$ cat config.mk
export PLATFORM = sky130hd
export DESIGN_NAME = nand_strobe_seq
export DESIGN_NICKNAME = d
export VERILOG_FILES = /design/src/rtl/nand_seq_pkg.sv /design/src/rtl/nand_seq_ctrl.sv /design/src/rtl/nand_seq_dpath.sv /design/src/rtl/nand_strobe_seq.sv
export SDC_FILE = /design/constraint.sdc
export NUM_CORES = 1
export LEC_CHECK = 0
export ABC_CLOCK_PERIOD_IN_PS = 2100
export BUFFER_PORTS_ARGS = -buffer_cell sky130_fd_sc_hd__buf_4
export CORE_MARGIN = 2
export CORE_UTILIZATION = 25
export DETAILED_ROUTE_END_ITERATION = 6
export GPL_ROUTABILITY_DRIVEN = 0
export PLACE_DENSITY = 0.5
export SLEW_MARGIN = 30
export SYNTH_ARGS = -nofsm -noshare
export SYNTH_HDL_FRONTEND = slang
export SYNTH_HIERARCHICAL = 1
export SYNTH_SLANG_ARGS = --single-unit
$ cat constraint.sdc
create_clock -name clk -period 2.1 [get_ports clk]
set_input_delay 0.42 -clock clk [delete_from_list [all_inputs] [get_ports clk]]
set_output_delay 0.42 -clock clk [all_outputs]
set_load 0.05 [all_outputs]
$ cat src/rtl/nand_seq_pkg.sv
package nand_seq_pkg;

  localparam int FIELD_CNT  = 8;
  localparam int SET_FIELDS = 4;
  // position of each field inside one direction's set
  localparam int FLD_SETUP = 0;
  localparam int FLD_HOLD  = 1;
  localparam int FLD_WIDTH = 2;
  localparam int FLD_WAIT  = 3;

  typedef enum logic [1:0] {
    KIND_CMD   = 2'd0,
    KIND_ADDR  = 2'd1,
    KIND_WDATA = 2'd2,
    KIND_RDATA = 2'd3
  } reqKind_t;

  typedef enum logic [1:0] {
    PH_IDLE,
    PH_SETUP,
    PH_STROBE,
    PH_HOLD
  } phase_t;

  typedef struct packed {
    logic     load;       // latch request byte
    logic     cycleOn;    // a bus cycle is in progress
    logic     weLow;      // write strobe active
    logic     reLow;      // read strobe active
    logic     capture;    // latch device byte this edge
    logic     sampleRdy;  // latch ready pin this edge
    reqKind_t kind;
  } seqStrobe_t;

endpackage

$ cat src/rtl/nand_seq_ctrl.sv
module nand_seq_ctrl
  import nand_seq_pkg::*;
#(
  parameter int FIELD_W = 4
) (
  input  logic                                clk,
  input  logic                                rst_n,
  input  logic                                swReset,
  input  logic                                reqValid,
  input  reqKind_t                            reqKind,
  input  logic [FIELD_CNT-1:0][FIELD_W-1:0]   timingFields,
  output seqStrobe_t                          strobes,
  output logic                                busy
);

  localparam int WAIT_W = FIELD_W + 1;

  // [1] = write set (upper fields), [0] = read set
  logic [1:0][SET_FIELDS-1:0][FIELD_W-1:0] fieldSets;
  assign fieldSets = timingFields;

  phase_t             phase;
  logic [FIELD_W-1:0] cnt;
  reqKind_t           kindQ;
  logic               waitOn;
  logic [WAIT_W-1:0]  waitCnt;

  logic accept, lastCnt, holdEnd, activeSet, reqSet, sampleNow;
  logic [FIELD_W-1:0] setupNew, widthCur, holdCur, waitCur;

  assign activeSet = (kindQ != KIND_RDATA);
  assign reqSet    = (reqKind != KIND_RDATA);
  assign setupNew  = fieldSets[reqSet][FLD_SETUP];
  assign widthCur  = fieldSets[activeSet][FLD_WIDTH];
  assign holdCur   = fieldSets[activeSet][FLD_HOLD];
  assign waitCur   = fieldSets[activeSet][FLD_WAIT];

  assign lastCnt   = (cnt == '0);
  assign accept    = reqValid && (phase == PH_IDLE);
  assign holdEnd   = (phase == PH_HOLD) && lastCnt;
  assign sampleNow = holdEnd ? (waitCur == '0) : (waitOn && waitCnt == '0);

  always_ff @(posedge clk or negedge rst_n) begin
    if (!rst_n) begin
      phase   <= PH_IDLE;
      cnt     <= '0;
      kindQ   <= KIND_CMD;
      waitOn  <= 1'b0;
      waitCnt <= '0;
    end else if (swReset) begin
      phase   <= PH_IDLE;
      cnt     <= '0;
      kindQ   <= KIND_CMD;
      waitOn  <= 1'b0;
      waitCnt <= '0;
    end else begin
      unique case (phase)
        PH_IDLE: begin
          if (accept) begin
            phase <= PH_SETUP;
            cnt   <= setupNew;
            kindQ <= reqKind;
          end
        end
        PH_SETUP: begin
          if (lastCnt) begin
            phase <= PH_STROBE;
            cnt   <= widthCur;
          end else begin
            cnt <= cnt - 1'b1;
          end
        end
        PH_STROBE: begin
          if (lastCnt) begin
            phase <= PH_HOLD;
            cnt   <= holdCur;
          end else begin
            cnt <= cnt - 1'b1;
          end
        end
        PH_HOLD: begin
          if (lastCnt) phase <= PH_IDLE;
          else         cnt   <= cnt - 1'b1;
        end
        default: phase <= PH_IDLE;
      endcase

      // ready-pin sampling delay, 2*n clocks after hold ends
      if (holdEnd) begin
        waitOn  <= (waitCur != '0);
        waitCnt <= {waitCur, 1'b0} - WAIT_W'(1);
      end else if (waitOn) begin
        if (waitCnt == '0) waitOn  <= 1'b0;
        else               waitCnt <= waitCnt - 1'b1;
      end
    end
  end

  assign busy = (phase != PH_IDLE);

  always_comb begin
    strobes.load      = accept;
    strobes.cycleOn   = busy;
    strobes.weLow     = (phase == PH_STROBE) && (kindQ != KIND_RDATA);
    strobes.reLow     = (phase == PH_STROBE) && (kindQ == KIND_RDATA);
    strobes.capture   = (phase == PH_STROBE) && lastCnt && (kindQ == KIND_RDATA);
    strobes.sampleRdy = sampleNow;
    strobes.kind      = kindQ;
  end

  AST_ACCEPT_STARTS: assert property (@(posedge clk) disable iff (!rst_n || swReset)
    (reqValid && !busy) |=> (phase == PH_SETUP));

  AST_BUSY_REFUSES: assert property (@(posedge clk) disable iff (!rst_n || swReset)
    (reqValid && busy && !holdEnd) |=> (busy && $stable(kindQ)));

  AST_STROBE_FOLLOWS_SETUP: assert property (@(posedge clk) disable iff (!rst_n || swReset)
    $rose(strobes.weLow || strobes.reLow) |-> ($past(phase) == PH_SETUP));

endmodule

$ cat src/rtl/nand_seq_dpath.sv
module nand_seq_dpath
  import nand_seq_pkg::*;
#(
  parameter int DATA_W  = 8,
  parameter int FIELD_W = 4
) (
  input  logic                              clk,
  input  logic                              rst_n,
  input  logic                              swReset,
  input  logic                              timingWe,
  input  logic [FIELD_CNT*FIELD_W-1:0]      timingIn,
  input  logic                              cfgWe,
  input  logic                              cfgCeLow,
  input  logic [DATA_W-1:0]                 reqData,
  input  seqStrobe_t                        strobes,
  output logic [FIELD_CNT-1:0][FIELD_W-1:0] timingFields,
  output logic [DATA_W-1:0]                 rdData,
  output logic                              rdValid,
  output logic                              readyStat,
  output logic                              nandCeN,
  output logic                              nandCle,
  output logic                              nandAle,
  output logic                              nandWeN,
  output logic                              nandReN,
  output logic [DATA_W-1:0]                 nandDout,
  output logic                              nandDoe,
  input  logic [DATA_W-1:0]                 nandDin,
  input  logic                              nandRb
);

  logic [FIELD_CNT*FIELD_W-1:0] timingQ;
  logic                         ceQ;
  logic [DATA_W-1:0]            dataQ;

  always_ff @(posedge clk or negedge rst_n) begin
    if (!rst_n) begin
      timingQ   <= '0;
      ceQ       <= 1'b0;
      dataQ     <= '0;
      rdData    <= '0;
      rdValid   <= 1'b0;
      readyStat <= 1'b0;
    end else if (swReset) begin
      timingQ   <= '0;
      ceQ       <= 1'b0;
      dataQ     <= '0;
      rdData    <= '0;
      rdValid   <= 1'b0;
      readyStat <= 1'b0;
    end else begin
      if (timingWe)          timingQ   <= timingIn;
      if (cfgWe)             ceQ       <= cfgCeLow;
      if (strobes.load)      dataQ     <= reqData;
      if (strobes.capture)   rdData    <= nandDin;
      rdValid <= strobes.capture;
      if (strobes.sampleRdy) readyStat <= nandRb;
    end
  end

  for (genvar g = 0; g < FIELD_CNT; g++) begin : g_field
    assign timingFields[g] = timingQ[g*FIELD_W +: FIELD_W];
  end

  assign nandCeN  = ~ceQ;
  assign nandCle  = strobes.cycleOn && (strobes.kind == KIND_CMD);
  assign nandAle  = strobes.cycleOn && (strobes.kind == KIND_ADDR);
  assign nandWeN  = ~strobes.weLow;
  assign nandReN  = ~strobes.reLow;
  assign nandDoe  = strobes.cycleOn && (strobes.kind != KIND_RDATA);
  assign nandDout = dataQ;

  AST_LATCH_EXCL: assert property (@(posedge clk) disable iff (!rst_n || swReset)
    $onehot0({nandCle, nandAle}));

  AST_STROBE_EXCL: assert property (@(posedge clk) disable iff (!rst_n || swReset)
    (nandWeN || nandReN));

  AST_WRITE_DRIVES: assert property (@(posedge clk) disable iff (!rst_n || swReset)
    !nandWeN |-> nandDoe);

  AST_READ_RELEASES: assert property (@(posedge clk) disable iff (!rst_n || swReset)
    !nandReN |-> !nandDoe);

  AST_CAPTURE_ON_RISE: assert property (@(posedge clk) disable iff (!rst_n || swReset)
    rdValid |-> $rose(nandReN));

  AST_BYTE_HELD: assert property (@(posedge clk) disable iff (!rst_n || swReset)
    (nandDoe && $past(nandDoe) && !$past(strobes.load)) |-> $stable(nandDout));

endmodule

$ cat src/rtl/nand_strobe_seq.sv
module nand_strobe_seq
  import nand_seq_pkg::*;
#(
  parameter int DATA_W  = 8,
  parameter int FIELD_W = 4
) (
  input  logic                         clk,
  input  logic                         rst_n,
  input  logic                         swReset,
  input  logic                         timingWe,
  input  logic [FIELD_CNT*FIELD_W-1:0] timingIn,
  input  logic                         cfgWe,
  input  logic                         cfgCeLow,
  input  logic                         reqValid,
  input  logic [1:0]                   reqKind,
  input  logic [DATA_W-1:0]            reqData,
  output logic                         busy,
  output logic [DATA_W-1:0]            rdData,
  output logic                         rdValid,
  output logic                         readyStat,
  output logic                         nandCeN,
  output logic                         nandCle,
  output logic                         nandAle,
  output logic                         nandWeN,
  output logic                         nandReN,
  output logic [DATA_W-1:0]            nandDout,
  output logic                         nandDoe,
  input  logic [DATA_W-1:0]            nandDin,
  input  logic                         nandRb
);

  seqStrobe_t                        strobes;
  logic [FIELD_CNT-1:0][FIELD_W-1:0] timingFields;

  nand_seq_ctrl #(.FIELD_W(FIELD_W)) u_ctrl (
    .clk          (clk),
    .rst_n        (rst_n),
    .swReset      (swReset),
    .reqValid     (reqValid),
    .reqKind      (reqKind_t'(reqKind)),
    .timingFields (timingFields),
    .strobes      (strobes),
    .busy         (busy)
  );

  nand_seq_dpath #(.DATA_W(DATA_W), .FIELD_W(FIELD_W)) u_dpath (
    .clk          (clk),
    .rst_n        (rst_n),
    .swReset      (swReset),
    .timingWe     (timingWe),
    .timingIn     (timingIn),
    .cfgWe        (cfgWe),
    .cfgCeLow     (cfgCeLow),
    .reqData      (reqData),
    .strobes      (strobes),
    .timingFields (timingFields),
    .rdData       (rdData),
    .rdValid      (rdValid),
    .readyStat    (readyStat),
    .nandCeN      (nandCeN),
    .nandCle      (nandCle),
    .nandAle      (nandAle),
    .nandWeN      (nandWeN),
    .nandReN      (nandReN),
    .nandDout     (nandDout),
    .nandDoe      (nandDoe),
    .nandDin      (nandDin),
    .nandRb       (nandRb)
  );

endmodule

== Yosys cells after proc, flatten, opt, wreduce, memory -nomap -nowiden ==
Cells that the tools add are included.

* Register bits after elaboration: 65
* Latch bits: 0
* Bits in writable memories: 0
* Memory bits (read-only): 0
* Memories kept: 0

* Add/subtract/negate cells: 3
* Multipliers: 0
* Divide/modulo/power cells: 0
* $lt $le $gt $ge: 2
* Equality and inequality tests: 13
* Shift-type cells: 0
* Mux-type cells: 39
* Bitwise logic cells: 3
* Reductions and logical operators: 28

{| class="wikitable"
|+ Operators with widths
! cell !! number
|-
| $mux 32 || 2
|-
| $mux 16 || 2
|-
| $mux 8 || 4
|-
| $mux 4 || 7
|-
| $mux 5 || 4
|-
| $mux 2 || 8
|-
| $pmux 4 s4 || 1
|-
| $ne 3x2->1 const B || 5
|-
| $reduce_bool 2->1 || 7
|-
| $logic_and 1x1->1 || 10
|-
| $mux 1 || 10
|-
| $sub 5x1->5 const B || 2
|-
| $logic_not 4->1 || 2
|-
| $pmux 2 s4 || 1
|-
| $eq 2x2->1 const B || 3
|-
| $reduce_and 2->1 || 3
|-
| $logic_not 5->1 || 1
|-
| $eq 2x1->1 const B || 2
|-
| $logic_not 2->1 || 2
|-
| $lt 1x2->1 const B || 2
|-
| $ne 2x2->1 const B || 2
|-
| $reduce_and 4->1 || 1
|-
| $reduce_bool 4->1 || 1
|-
| $sub 4x1->4 const B || 1
|-
| other kinds (3) || 5
|}

== Longest topological paths before layout ==
* Word-level depth: 7
* Mapped depth: 9
* Mapped depth without buffers: 8

== By module ==
The synthesis kept the hierarchy.

{| class="wikitable"
|+ Modules (own cells, without submodules)
! module !! instances !! cells each !! area an instance (sq um)
|-
| nand_seq_dpath || 1 || 170 || 2120.8
|-
| nand_seq_ctrl || 1 || 140 || 1265.0
|}

== Least setup slack after synthesis ==
Ideal clock, no wire load.

* Path type: flip-flop to output port
* Start point: reg u_ctrl.phase[0]
* End point: out nandCle
* Data arrival time: 2.337 ns
* Required time: 1.680 ns
* Slack: -0.657 ns
* Cell stages (with the launch flop): 6
* Buffers on the path: 1
* Path through: dfrtp_1 -> inv_1 -> ha_1 -> inv_1 -> buf_4 -> nor3b_1

* Word-level cells in the longest chain between the ends: 2

{| class="wikitable"
|+ RTL lines
! element !! line !! text
|-
| start: declaration || nand_seq_ctrl.sv:22 || <nowiki>phase_t phase;</nowiki>
|-
| start signal: assignment || nand_seq_ctrl.sv:45 || <nowiki>phase <= PH_IDLE;</nowiki>
|-
| start signal: assignment || nand_seq_ctrl.sv:51 || <nowiki>phase <= PH_IDLE;</nowiki>
|-
| start signal: assignment || nand_seq_ctrl.sv:60 || <nowiki>phase <= PH_SETUP;</nowiki>
|-
| $reduce_bool 2->1 || nand_seq_ctrl.sv:99 || <nowiki>assign busy = (phase != PH_IDLE);</nowiki>
|-
| via busy || nand_strobe_seq.sv:17 || <nowiki>output logic busy,</nowiki>
|-
| $logic_and 1x1->1 || nand_seq_dpath.sv:65 || <nowiki>assign nandCle = strobes.cycleOn && (strobes.kind == KIND_CMD);</nowiki>
|-
| end: declaration || nand_strobe_seq.sv:22 || <nowiki>output logic nandCle,</nowiki>
|}

The timed path passes the listed nets, and every way through them passes these cells.

==> impl_metrics.py <==
metrics = {
    "synthesis": {
        "ys_seq_area_share_pct": 48.0,
        "synth_common_cells": "dfrtp_1, nor2_1, mux2i_1, inv_1, nand2_1",
        "ys_top_cells_by_area": "dfrtp_1, mux2i_1, nor2_1, ha_1, mux2_2",
        "yosysTopAreaCell": "dfrtp_1",
        "yosys.area.top_type_share_pct": 48.0,
        "synth_flop_cell": "dfrtp_1",
        "post-synth-top-count-cell": "dfrtp_1",
        "synthCells": 310,
        "synth_seq_cells": 65,
        "ys_warn_count": 6,
        "synth_area_mm2": 0.00339,
        "synth.net_count": 377,
        "synthDistinctLibCells": 47,
        "async_flop_share_pct": 100,
        "synth.avg_cell_area_um2": 10.9,
        "synth_edf_count": 0,
    },
    "floorplan": {
        "core_area_mm2": 0.0132,
        "chipWidth_um": 120,
        "die_h_um": 120,
        "fp.dieArea_mm2": 0.0145,
        "ios": 83,
        "start_util_pct": 25.6,
        "core.rowCount": 42,
    },
    "global_route": {
        "grt_pass1_vias": 2609,
        "grt_usage_pct": 11.9,
        "grt_overflow": 0,
        "antenna_found_initial": 0,
        "grt_pass1_wl_um": 13400,
        "grt_max_degree": 41,
    },
    "layout": {
        "final_util_pct": 33.4,
        "drive_gt1_share_pct": 31.0,
        "final_nets": 460,
        "stdcell_area_mm2": 0.00443,
        "diodes": 0,
        "area_growth_pct": 30.7,
    },
    "critical_path": {
        "arrival_ns": 1.60,
        "end_kind": "output pin",
        "worst-path-buf-inv": 3,
        "cp_slowest_cell": "dfrtp_1",
        "critical_path_class": "reg2out",
        "cpMostUsedCell": "inv_1",
        "max_stage_delay_ns": 0.39,
        "cp-start-kind": "flop",
        "crit_fanout": 7,
        "worstPathRequired_ns": 1.68,
        "path_delay_family": "flip-flops",
        "worstPathCellList": "inv_1, ha_2, and3_1, inv_1, buf_4",
    },
    "detailed_routing": {
        "drcViolationCount": 0,
        "vias": 2422,
        "dr.pass1.iters": 4,
        "wl_per_cell_um": 14.2,
        "wl_um": 8150,
        "vias_per_cell": 4.23,
        "ant_nets": 0,
        "drtIter0Drc": 76,
    },
    "clock_network": {
        "htreeDepth": 3,
        "cts_made_buffers": 9,
        "cts_tree": "yes",
        "insertion_delay_ns": 0.33,
        "cts-root-buf": "clkbuf_16",
        "hold_buffers": 0,
        "clock_path_buffers": 2,
        "cts.sinks": 65,
        "clkTransAtPathRegs_ns": 0.05,
    },
    "placed_design": {
        "io_buffers": 82,
        "dp_hpwl_um": 5900,
        "postPlaceCellArea_mm2": 0.00414,
    },
    "sta": {
        "fin_setup_tns_ns": 0,
        "tightestPinTransition_ns": 0.558,
        "fmax_ghz": 0.494,
        "hold_violations": 0,
        "min_period_over_period_pct": 96.4,
        "period_needed_ns": 2.02,
        "skew_ns": 0.00304,
        "finalMaxSlewViolations": 0,
        "slew_headroom_pct": 62.8,
        "finalSetupViolCount": 0,
        "rsz0062_at_grt": "yes",
    },
    "power": {
        "max-vdd-ir-drop_mv": 0.428,
        "p_total_uw": 4200,
        "p_leak_uw": 0.00220,
        "pwr_density_cell_mw_per_mm2": 948,
    },
    "worst_hold_path": {
        "hp-class": "in2async",
    },
    "outcome": {
        "status": "finished clean",
    },
    "job": {
        "drv_cap": 0,
    },
}
[repair_timing]
action	in CTS	in global routing
setup endpoints to repair	1	1
gates resized for setup	1	0
buffers inserted	0	0
[sequential cells by signal, indices dropped and copies added, names as in the netlist]
| name | count |
|---|---|
| u_dpath/rdValid | 1 |
| u_dpath/readyStat | 1 |
| u_ctrl/phase | 2 |
| u_ctrl/waitCnt | 5 |
| u_dpath/nandDout | 8 |
| u_ctrl/kindQ | 2 |
| u_dpath/timingFields | 32 |
| u_dpath/rdData | 8 |
| u_ctrl/waitOn | 1 |
| u_dpath/ceQ | 1 |
| u_ctrl/cnt | 4 |
[through the flow]
| stage | setup slack [ns] | hold slack, ns | instances |
|---|---|---|---|
| 3_3_place_gp | 0.257 | 0.403 | 558 |
| 3_5_place_dp | 0.197 | 0.407 | 558 |
| 2_1_floorplan | -0.158 | 0.124 | 310 |
| 4_1_cts | 0.0410 | 0.0467 | 573 |
| 5_1_grt | -0.00200 | 0.0739 | 573 |
| 6_report | 0.0760 | 0.0478 | 573 |
[worst paths after layout]
check / start / endpoint / slack, ns / cells after the start
setup / recovery: u_ctrl/phase[0]$_DFFE_PN0P_ / nandReN / 0.08 / 5
hold / removal: rst_n / u_dpath/nandDout[1]$_DFFE_PN0P_ / 0.05 / 1
setup reg to reg: u_ctrl/cnt[0]$_DFFE_PN0P_ / u_dpath/readyStat$_DFFE_PN0P_ / 0.22 / 8
hold reg to reg: u_dpath/timingFields[18]$_DFFE_PN0P_ / u_dpath/timingFields[18]$_DFFE_PN0P_ / 0.52 / 2
max in group asynchronous: rst_n / u_ctrl/cnt[3]$_DFFE_PN0P_ / 1.41 / 2
min in group clk: timingIn[1] / u_dpath/timingFields[1]$_DFFE_PN0P_ / 0.33 / 3
[power breakdown]
| group | total (µW) | leakage, µW | switching (µW) | internal, µW |
|---|---|---|---|---|
| Clock | 1400 | 0.000144 | 516 | 881 |
| Combinational | 1340 | 0.00118 | 810 | 528 |
| Sequential | 1460 | 0.000876 | 94.8 | 1370 |
[metal layers]
metal	share of wire (%)	GRT usage, %	vias up
met4	1.6	5.23	0
met1	49	16.0	1134
met5	0	0	-
met3	4.7	3.25	11
met2	45	18.0	54
li1	-	-	1223
[cell families after synthesis]
| family | after synthesis | share of synthesized area (%) |
|---|---|---|
| flip-flops | 65 | 48.0 |
| XOR/XNOR | 7 | 1.81 |
| multiplexers | 65 | 19.7 |
| AO/OA/AOI/OAI | 33 | 7.80 |
| buffers and inverters | 31 | 6.06 |
| adder cells (fa/ha/maj) | 9 | 3.33 |
| AND/OR/NAND/NOR | 100 | 13.2 |
[cell type report]
cell class / instances / area, µm²
fill: 1363 / 8820
sequential: 65 / 1630
multi-input combinational: 214 / 1570
timing repair buffer: 89 / 681
clock buffer: 12 / 267
tap: 176 / 220
inverter: 14 / 52.6
clock inverter: 3 / 15.0
[cell usage in the layout (no fill, tap or decap), types with 2 or more instances in the layout]
master	instances
nand2b_1	3
mux2_1	2
inv_1	14
o21ai_0	3
nor3_1	6
buf_4	88
clkbuf_8	3
a211oi_1	3
ha_1	8
xnor2_1	4
nand2_2	2
dfrtp_1	65
clkbuf_16	9
a22oi_1	2
o211ai_1	2
nand3_1	3
mux2_2	8
clkinv_2	3
a221oi_2	2
mux2i_1	54
a21oi_1	9
nand2_1	13
nor2_1	61
or3_1	2
xor2_1	3
and2_1	3
Note: power is estimated with default switching activity, not from simulation.
